File: src/rtl/nfm_pkg.sv
package nfm_pkg;

    typedef enum logic {
        NFMT_HALF   = 1'b0,
        NFMT_SINGLE = 1'b1
    } nfmt_e;

    typedef struct packed {
        logic valid;
        logic zero;
    } nfm_flags_t;

    function automatic int fmt_exp_w(nfmt_e f);
        return (f == NFMT_HALF) ? 5 : 8;
    endfunction

    function automatic int fmt_frac_w(nfmt_e f);
        return (f == NFMT_HALF) ? 10 : 23;
    endfunction

    function automatic int fmt_bias(nfmt_e f);
        return (1 << (fmt_exp_w(f) - 1)) - 1;
    endfunction

endpackage

File: src/rtl/nfm_lzc.sv
module nfm_lzc #(
    parameter int W = 24,
    localparam int CW = $clog2(W + 1)
) (
    input  logic [W-1:0]  vec,
    output logic [CW-1:0] count,
    output logic          all_zero
);

    logic found;

    always_comb begin
        count = CW'(W);
        found = 1'b0;
        for (int i = W - 1; i >= 0; i--) begin
            if (!found && vec[i]) begin
                count = CW'(W - 1 - i);
                found = 1'b1;
            end
        end
        all_zero = ~found;
    end

endmodule

File: src/rtl/nfm_unpack.sv
module nfm_unpack #(
    parameter int EXP_W  = 8,
    parameter int FRAC_W = 23,
    parameter int OEXP_W = 12,
    localparam int P     = FRAC_W + 1,
    localparam int LZ_W  = $clog2(P + 1)
) (
    input  logic [EXP_W-1:0]         exp_fld,
    input  logic [FRAC_W-1:0]        frac_fld,
    output logic [P-1:0]             mant,
    output logic signed [OEXP_W-1:0] exp_unb,
    output logic [LZ_W-1:0]          lz,
    output logic                     is_zero
);

    localparam int BIAS = (1 << (EXP_W - 1)) - 1;
    localparam logic signed [OEXP_W-1:0] SUB_EXP = OEXP_W'(1 - BIAS);
    localparam logic signed [OEXP_W-1:0] BIAS_W  = OEXP_W'(BIAS);

    logic is_sub;

    assign is_sub  = (exp_fld == '0);
    assign mant    = {~is_sub, frac_fld};
    assign exp_unb = is_sub ? SUB_EXP : ($signed(OEXP_W'(exp_fld)) - BIAS_W);

    nfm_lzc #(.W(P)) lzc_i (
        .vec      (mant),
        .count    (lz),
        .all_zero (is_zero)
    );

endmodule

File: src/rtl/nfm_renorm.sv
module nfm_renorm #(
    parameter int P     = 24,
    localparam int PW   = 2 * P,
    localparam int SH_W = $clog2(PW + 1)
) (
    input  logic [PW-1:0]   prod,
    input  logic [SH_W-1:0] shamt,
    output logic [PW-1:0]   norm,
    output logic            extra
);

    logic [PW-1:0] stg [SH_W+1];

    assign stg[0] = prod;

    for (genvar k = 0; k < SH_W; k++) begin : g_stage
        assign stg[k+1] = shamt[k] ? (stg[k] << (1 << k)) : stg[k];
    end

    assign extra = ~stg[SH_W][PW-1];
    assign norm  = extra ? {stg[SH_W][PW-2:0], 1'b0} : stg[SH_W];

endmodule

File: src/rtl/nfm_prod_renorm.sv
module nfm_prod_renorm
    import nfm_pkg::*;
#(
    parameter nfmt_e FMT    = NFMT_SINGLE,
    parameter int    OEXP_W = 12,
    localparam int EXP_W  = fmt_exp_w(FMT),
    localparam int FRAC_W = fmt_frac_w(FMT),
    localparam int P      = FRAC_W + 1,
    localparam int PW     = 2 * P
) (
    input  logic                     clk,
    input  logic                     rst,
    input  logic                     in_valid,
    input  logic [EXP_W-1:0]         a_exp,
    input  logic [FRAC_W-1:0]        a_frac,
    input  logic [EXP_W-1:0]         b_exp,
    input  logic [FRAC_W-1:0]        b_frac,
    output logic                     out_valid,
    output logic                     out_zero,
    output logic [PW-1:0]            out_sig,
    output logic signed [OEXP_W-1:0] out_exp
);

    localparam int LZ_W   = $clog2(P + 1);
    localparam int SH_W   = $clog2(PW + 1);
    localparam int BIAS   = fmt_bias(FMT);
    localparam int EMIN_P = 2 * (1 - BIAS - FRAC_W);
    localparam int EMAX_P = 2 * (BIAS + 1) + 1;

    logic [P-1:0]             mant_a, mant_b;
    logic signed [OEXP_W-1:0] exp_a, exp_b;
    logic [LZ_W-1:0]          lz_a, lz_b;
    logic                     zero_a, zero_b;
    logic [PW-1:0]            prod, norm;
    logic [SH_W-1:0]          shamt;
    logic                     extra;
    logic                     zero_n;
    logic signed [OEXP_W-1:0] exp_n;
    nfm_flags_t               flags_q;

    nfm_unpack #(.EXP_W(EXP_W), .FRAC_W(FRAC_W), .OEXP_W(OEXP_W)) unpack_a_i (
        .exp_fld (a_exp), .frac_fld (a_frac),
        .mant (mant_a), .exp_unb (exp_a), .lz (lz_a), .is_zero (zero_a)
    );

    nfm_unpack #(.EXP_W(EXP_W), .FRAC_W(FRAC_W), .OEXP_W(OEXP_W)) unpack_b_i (
        .exp_fld (b_exp), .frac_fld (b_frac),
        .mant (mant_b), .exp_unb (exp_b), .lz (lz_b), .is_zero (zero_b)
    );

    // Exact product; leading-zero counts run beside it.
    assign prod   = PW'(mant_a) * PW'(mant_b);
    assign zero_n = zero_a | zero_b;
    assign shamt  = zero_n ? '0 : (SH_W'(lz_a) + SH_W'(lz_b));

    nfm_renorm #(.P(P)) renorm_i (
        .prod (prod), .shamt (shamt), .norm (norm), .extra (extra)
    );

    assign exp_n = exp_a + exp_b
                 - $signed(OEXP_W'(shamt))
                 - $signed(OEXP_W'(extra))
                 + $signed(OEXP_W'(1));

    always_ff @(posedge clk) begin
        if (rst) begin
            flags_q <= '0;
            out_sig <= '0;
            out_exp <= '0;
        end else begin
            flags_q.valid <= in_valid;
            if (in_valid) begin
                flags_q.zero <= zero_n;
                out_sig      <= zero_n ? '0 : norm;
                out_exp      <= zero_n ? '0 : exp_n;
            end
        end
    end

    assign out_valid = flags_q.valid;
    assign out_zero  = flags_q.zero;

    // valid follows input one cycle later
    a_r2_valid_rise: assert property (@(posedge clk) disable iff (rst)
        in_valid |=> out_valid);
    a_r2_valid_fall: assert property (@(posedge clk) disable iff (rst)
        !in_valid |=> !out_valid);
    // leading one at the top for a nonzero product
    a_r3_lead_one: assert property (@(posedge clk) disable iff (rst)
        (out_valid && !out_zero) |-> out_sig[PW-1]);
    // shifting back recovers the raw product, no bit lost
    a_r4_no_lost_bits: assert property (@(posedge clk) disable iff (rst)
        (in_valid && !zero_n) |-> ((norm >> (int'(shamt) + int'(extra))) == prod));
    // zero flag clears the outputs
    a_r5_zero_clear: assert property (@(posedge clk) disable iff (rst)
        (out_valid && out_zero) |-> (out_sig == '0 && out_exp == '0));
    // exponent stays inside the product range
    a_r6_exp_range: assert property (@(posedge clk) disable iff (rst)
        (out_valid && !out_zero) |-> (int'(out_exp) >= EMIN_P && int'(out_exp) <= EMAX_P));

endmodule

File: config.mk
export PLATFORM = sky130hd
export DESIGN_NAME = nfm_prod_renorm
export DESIGN_NICKNAME = d
export VERILOG_FILES = /design/src/rtl/nfm_pkg.sv /design/src/rtl/nfm_lzc.sv /design/src/rtl/nfm_unpack.sv /design/src/rtl/nfm_renorm.sv /design/src/rtl/nfm_prod_renorm.sv
export SDC_FILE = /design/constraint.sdc
export NUM_CORES = 2
export LEC_CHECK = 0
export BUFFER_PORTS_ARGS = -buffer_cell sky130_fd_sc_hd__buf_4
export CORE_MARGIN = 2
export CORE_UTILIZATION = 55
export CTS_CLUSTER_DIAMETER = 120
export CTS_CLUSTER_SIZE = 40
export DETAILED_ROUTE_END_ITERATION = 8
export GPL_ROUTABILITY_DRIVEN = 0
export GPL_TIMING_DRIVEN = 0
export PLACE_DENSITY = 0.73
export SYNTH_ARGS = -nofsm -noshare
export SYNTH_HDL_FRONTEND = slang
export SYNTH_HIERARCHICAL = 1
export SYNTH_SLANG_ARGS = --single-unit
File: constraint.sdc
create_clock -name clk -period 18.99 [get_ports clk]
set_input_delay 4.7475 -clock clk [delete_from_list [all_inputs] [get_ports clk]]
set_output_delay 4.7475 -clock clk [all_outputs]
set_load 0.02 [all_outputs]
### Yosys cells after proc, flatten, opt, wreduce, memory -nomap -nowiden

Index checks and enable logic that the tools add are counted.
W data, S select, Z words.

* $add $sub $neg: 7
* $mul: 1
* multiplexer cells: 108
* bitwise gates (word level): 6
* reduce and logical (&&, ||, !) cells: 92

Operator list (count)
* $mux W48: 8
* $mux W5: 48
* $mul A24 B24 Y48: 1
* $mux W1: 48
* $logic_and A1 B1 Y1: 46
* $logic_not A1 Y1: 44
* $mux W12: 3
* $sub A8 B7 Y9 const B: 2
* $logic_not A8 Y1: 2
* $add A12 B12 Y12: 1
* $add A12 B2 Y12 const B: 1
* $sub A12 B2 Y12: 1
* $sub A12 B7 Y12: 1
* $add A5 B5 Y6: 1
* $mux W6: 1
* $not A1 Y1: 5
* $or A1 B1 Y1: 1

* flip-flop bits (word level): 62
* bits of input ports: 65
* output and inout bits: 62
* word-level logic and storage cells: 218

### Longest topological paths before layout

* word-level depth: 82
* gate-level depth with buffers: 50
* gate-level depth less buffers: 47

### Modules after synthesis

The synthesis kept the hierarchy.

By module, submodules not included
* nfm_prod_renorm: instances 1, cells an instance 2568, area an instance 22240.1 um^2
* nfm_renorm: instances 1, cells an instance 478, area an instance 3733.6 um^2
* nfm_unpack: instances 2, cells an instance 51, area an instance 361.6 um^2
* nfm_lzc: instances 2, cells an instance 52, area an instance 339.1 um^2

### Least setup slack after synthesis

OpenSTA, ideal clock, no wires.

* path type: input to register
* start point: in a_exp[6]
* end point: reg out_exp[10]
* library setup time: 120 ps
* arrival: 14998 ps
* slack: 3873 ps
* stages on the path: 45
* path buffers: 3
* cell sequence: nor4_1 and3_2 inv_1 clkbuf_1 and2_1 fa_1 fa_1 inv_1 fa_1 fa_1 inv_1 fa_1 fa_1 inv_1 fa_1 inv_1 ha_1 clkbuf_1 [... 9 more ...] nor4_1 nor4_2 o21ai_1 buf_2 inv_1 ha_1 fa_1 fa_1 fa_1 nor2b_1 o21ai_0 nand2b_1 a21o_1 a21o_1 a31oi_1 o21ai_0 nor3_1 a211o_1

* elaborated cells on any way between the ends: 114

RTL lines
* from (decl): line nfm_prod_renorm.sv:14 `input logic [EXP_W-1:0] a_exp,`
* $logic_not A8 Y1: line nfm_unpack.sv:22 `assign is_sub = (exp_fld == '0);`
* $not A1 Y1: line nfm_unpack.sv:23 `assign mant = {~is_sub, frac_fld};`
* net mant_a[23]: line nfm_prod_renorm.sv:30 `logic [P-1:0] mant_a, mant_b;`
* $mul A24 B24 Y48: line nfm_prod_renorm.sv:52 `assign prod = PW'(mant_a) * PW'(mant_b);`
* net prod[38]: line nfm_prod_renorm.sv:34 `logic [PW-1:0] prod, norm;`
* $mux W48 (6 in a row): line nfm_renorm.sv:17 `assign stg[k+1] = shamt[k] ? (stg[k] << (1 << k)) : stg[k];`
* $not A1 Y1: line nfm_renorm.sv:20 `assign extra = ~stg[SH_W][PW-1];`
* net extra: line nfm_prod_renorm.sv:36 `logic extra;`
* $sub A12 B2 Y12: line nfm_prod_renorm.sv:62 `- $signed(OEXP_W'(extra))`
* $add A12 B2 Y12: line nfm_prod_renorm.sv:63 `+ $signed(OEXP_W'(1));`
* $mux W12: line nfm_prod_renorm.sv:75 `out_exp <= zero_n ? '0 : exp_n;`
* to (signal assigned): line nfm_prod_renorm.sv:75
* to (decl): line nfm_prod_renorm.sv:21 `output logic signed [OEXP_W-1:0] out_exp`

The timed path passes the listed nets, and every way through them passes these cells.
A chain may end at the register's enable or synchronous reset.

### Worst setup path after layout

Same ends and word-level chain as after synthesis.

==> flow_summary_export.csv <==
group,metric,value,unit
critical_path,critPathSlowestCell,"nor4_1",
clock_tree,insertion_delay,0.32,ns
sta,setup_viol,0,
clock_tree,path_clk_slew,0.05,ns
critical_path,worst-path-buf-inv,10,
critical_path,end_kind,"register",
clock_tree,cts_made_buffers,9,
critical_path,cp_top_family,"adder cells",
logic_synthesis,synth_area_leaders,"fa_1 36%, ha_1 9.3%, inv_1 8.3%",
sta,hold_viol,0,
layout,drive_above_1_share,0.0964,
sta,slew_violations,0,
grt,grt_pass1_wl,135,mm
clock_tree,cts_buffer_depth,2,
floorplan,fp.dieW,227,um
sta,whs,0.466,ns
clock_tree,cts_resized,0,
floorplan,core,0.0491,sq mm
critical_path,worstPathArrival,17.23,ns
logic_synthesis,yosys_warnings,6,
logic_synthesis,syn_nets,4011,
logic_synthesis,syn_inst,3252,
layout,final_cell_area,0.0295,sq mm
critical_path,worstPathMaxFanout,11,
sta,rsz0062_at_grt,"no",
logic_synthesis,synth_cell_types,83,
sta,worstMarginPinSlew,1.39,ns
clock_tree,postCtsSetupBuffers,0,
logic_synthesis,synth-edff-count,0,
route,drt-wirelength-per-cell,21.2,um
clock_tree,cts_hold_buffers,0,
route,viasPerCell,5.84,
place,port_buffers,124,
sta,period_needed,17.02,ns
critical_path,critical_path_class,"primary input to register",
grt,grt_pass1_vias,24300,
grt,grtUsageTotal,0.345,
layout,nets,4146,
place,post_dp_cell_area,0.0291,sq mm
logic_synthesis,ys.flop_type,"dfxtp_1",
clock_tree,cts.htree.levels,3,
logic_synthesis,netlist_area,0.0274,sq mm
sta,fmax,58.8,MHz
grt,grt_start_max_net_pins,12,
route,vias,23700,
sta,setup_tns,0,ns
grt,antenna_found_initial,4,
layout,final_util,0.601,
grt,grt_overflow,0,
sta,finalClockSkew,0,ns
floorplan,start_util,0.558,
logic_synthesis,synth_top_area_frac,0.359,
critical_path,critPathRequiredTime,19.20,ns
critical_path,cp_slowest_stage_delay,0.59,ns
worst_hold_path,min_path_type,"register to register",
critical_path,start_kind,"primary input",
floorplan,dieArea,0.0516,sq mm
logic_synthesis,yosys_register_bits,62,
logic_synthesis,yosysSeqAreaShare,0.0453,
route,drc,0,
run,cap_violations,0,
critical_path,path_common_cell,"fa_1",
route,first_pass_iters,7,
status,status,"complete, no violations",
route,initialDrtViolationCount,2593,
logic_synthesis,async_reset_ff_frac,0,
logic_synthesis,avgSynthCellArea,8.42,sq um
logic_synthesis,yosysTopAreaCell,"fa_1",
clock_tree,clock_sinks,62,
route,wl,86.2,mm
clock_tree,cts.root.buffer_cell,"clkbuf_16",
route,antenna_left,0,
floorplan,io_pins,127,
floorplan,fp.dieH,227,um
critical_path,rrSetupSlack,18.17,ns
sta,slew_headroom,0.0616,
place,hpwl,72.2,mm
clock_tree,cts_tree,"yes",
sta,min_period_over_period,0.896,
layout,area_growth,7.62,%
floorplan,fp-row-count,81,
## registers in the layout, summed over array words and instances (netlist names)
name       flops
out_exp       12
out_sig       48
out_zero       1
out_valid      1
## Yosys cell counts (all sizes together) (21+ instances only)
library cell  instances
ha                  203
mux2                 52
xor2                 21
nor2                111
nor3                 28
clkbuf              158
nor2b                26
dfxtp                62
nand2b               76
buf                  74
fa                  491
mux2i                55
nand3                72
mux4                 33
a21oi               145
nand2               381
and2                299
o22ai                27
xnor2                48
inv                 608
o21ai                46
## worst paths after layout
| path | startpoint | to | depth (start not counted) |
|---|---|---|---|
| min | out_sig[24] | out_sig[24] | 2 |
| max | a_exp[6] | out_exp[10] | 46 |
| min reg2reg | out_sig[24] | out_sig[24] | 2 |
| max reg2reg | out_exp[10] | out_exp[10] | 2 |
## tightest hold or removal path, delay by kind of cell (launching register included)
family,cells,cell delay (ns)
flip-flops,1,0.30
AO/OA/AOI/OAI,1,0.05
AND/OR/NAND/NOR,1,0.06
## cells in the final DEF, fill, tap and decap left out, drive strengths merged, types with 33 or more instances in the layout
cell type and count:
buf 198, and2 299, xnor2 48, nand2 381
inv 608, dfxtp 62, a21oi 145, mux4 33
nand2b 76, clkbuf 170, o21ai 46, nor2 111
ha 203, mux2 52, fa 491, mux2i 55
nand3 72
## routing by layer
layer,up-vias,track usage,share of wire
met3,292,0.0804,0.12
met5,-,0,0
met2,1339,0.527,0.43
met4,0,0.163,0.057
met1,11700,0.467,0.40
li1,10400,-,-
## final cells by class
class                           instances  area (sq um)
Multi-Input combinational cell       2349         22700
Fill cell                            4545         19600
Inverter                              609          2290
Sequential cell                        62          1240
Buffer                                232          1100
Timing Repair Buffer                  124           931
Tap cell                              664           831
Clock buffer                           12           246
Clock inverter                          4          70.1
Antenna cell                            3          7.51
## cells by family (layout without fill, tap and decap cells)
| kind of cell | after synthesis | count (layout) | synth area share |
|---|---|---|---|
| other | 0 | 3 | 0 |
| adders and majority gates | 694 | 694 | 0.452 |
| xor gates and xnor gates | 69 | 69 | 0.0221 |
| AOI/OAI and AO/OA | 374 | 374 | 0.0879 |
| DFF | 62 | 62 | 0.0453 |
| buffers and inverters | 841 | 981 | 0.124 |
| muxes | 140 | 140 | 0.0689 |
| and+or+nand+nor | 1072 | 1072 | 0.200 |
## metrics by stage
stage,worst slack (ns),instances
floorplan,3.87,3252
global placement,1.97,4040
detailed placement,1.82,4040
CTS,2.13,4056
global route,1.45,4056
finish,1.97,4059
Power is not shown: default switching activity piles up to over one toggle a cycle in this logic, so the estimate is an artifact.
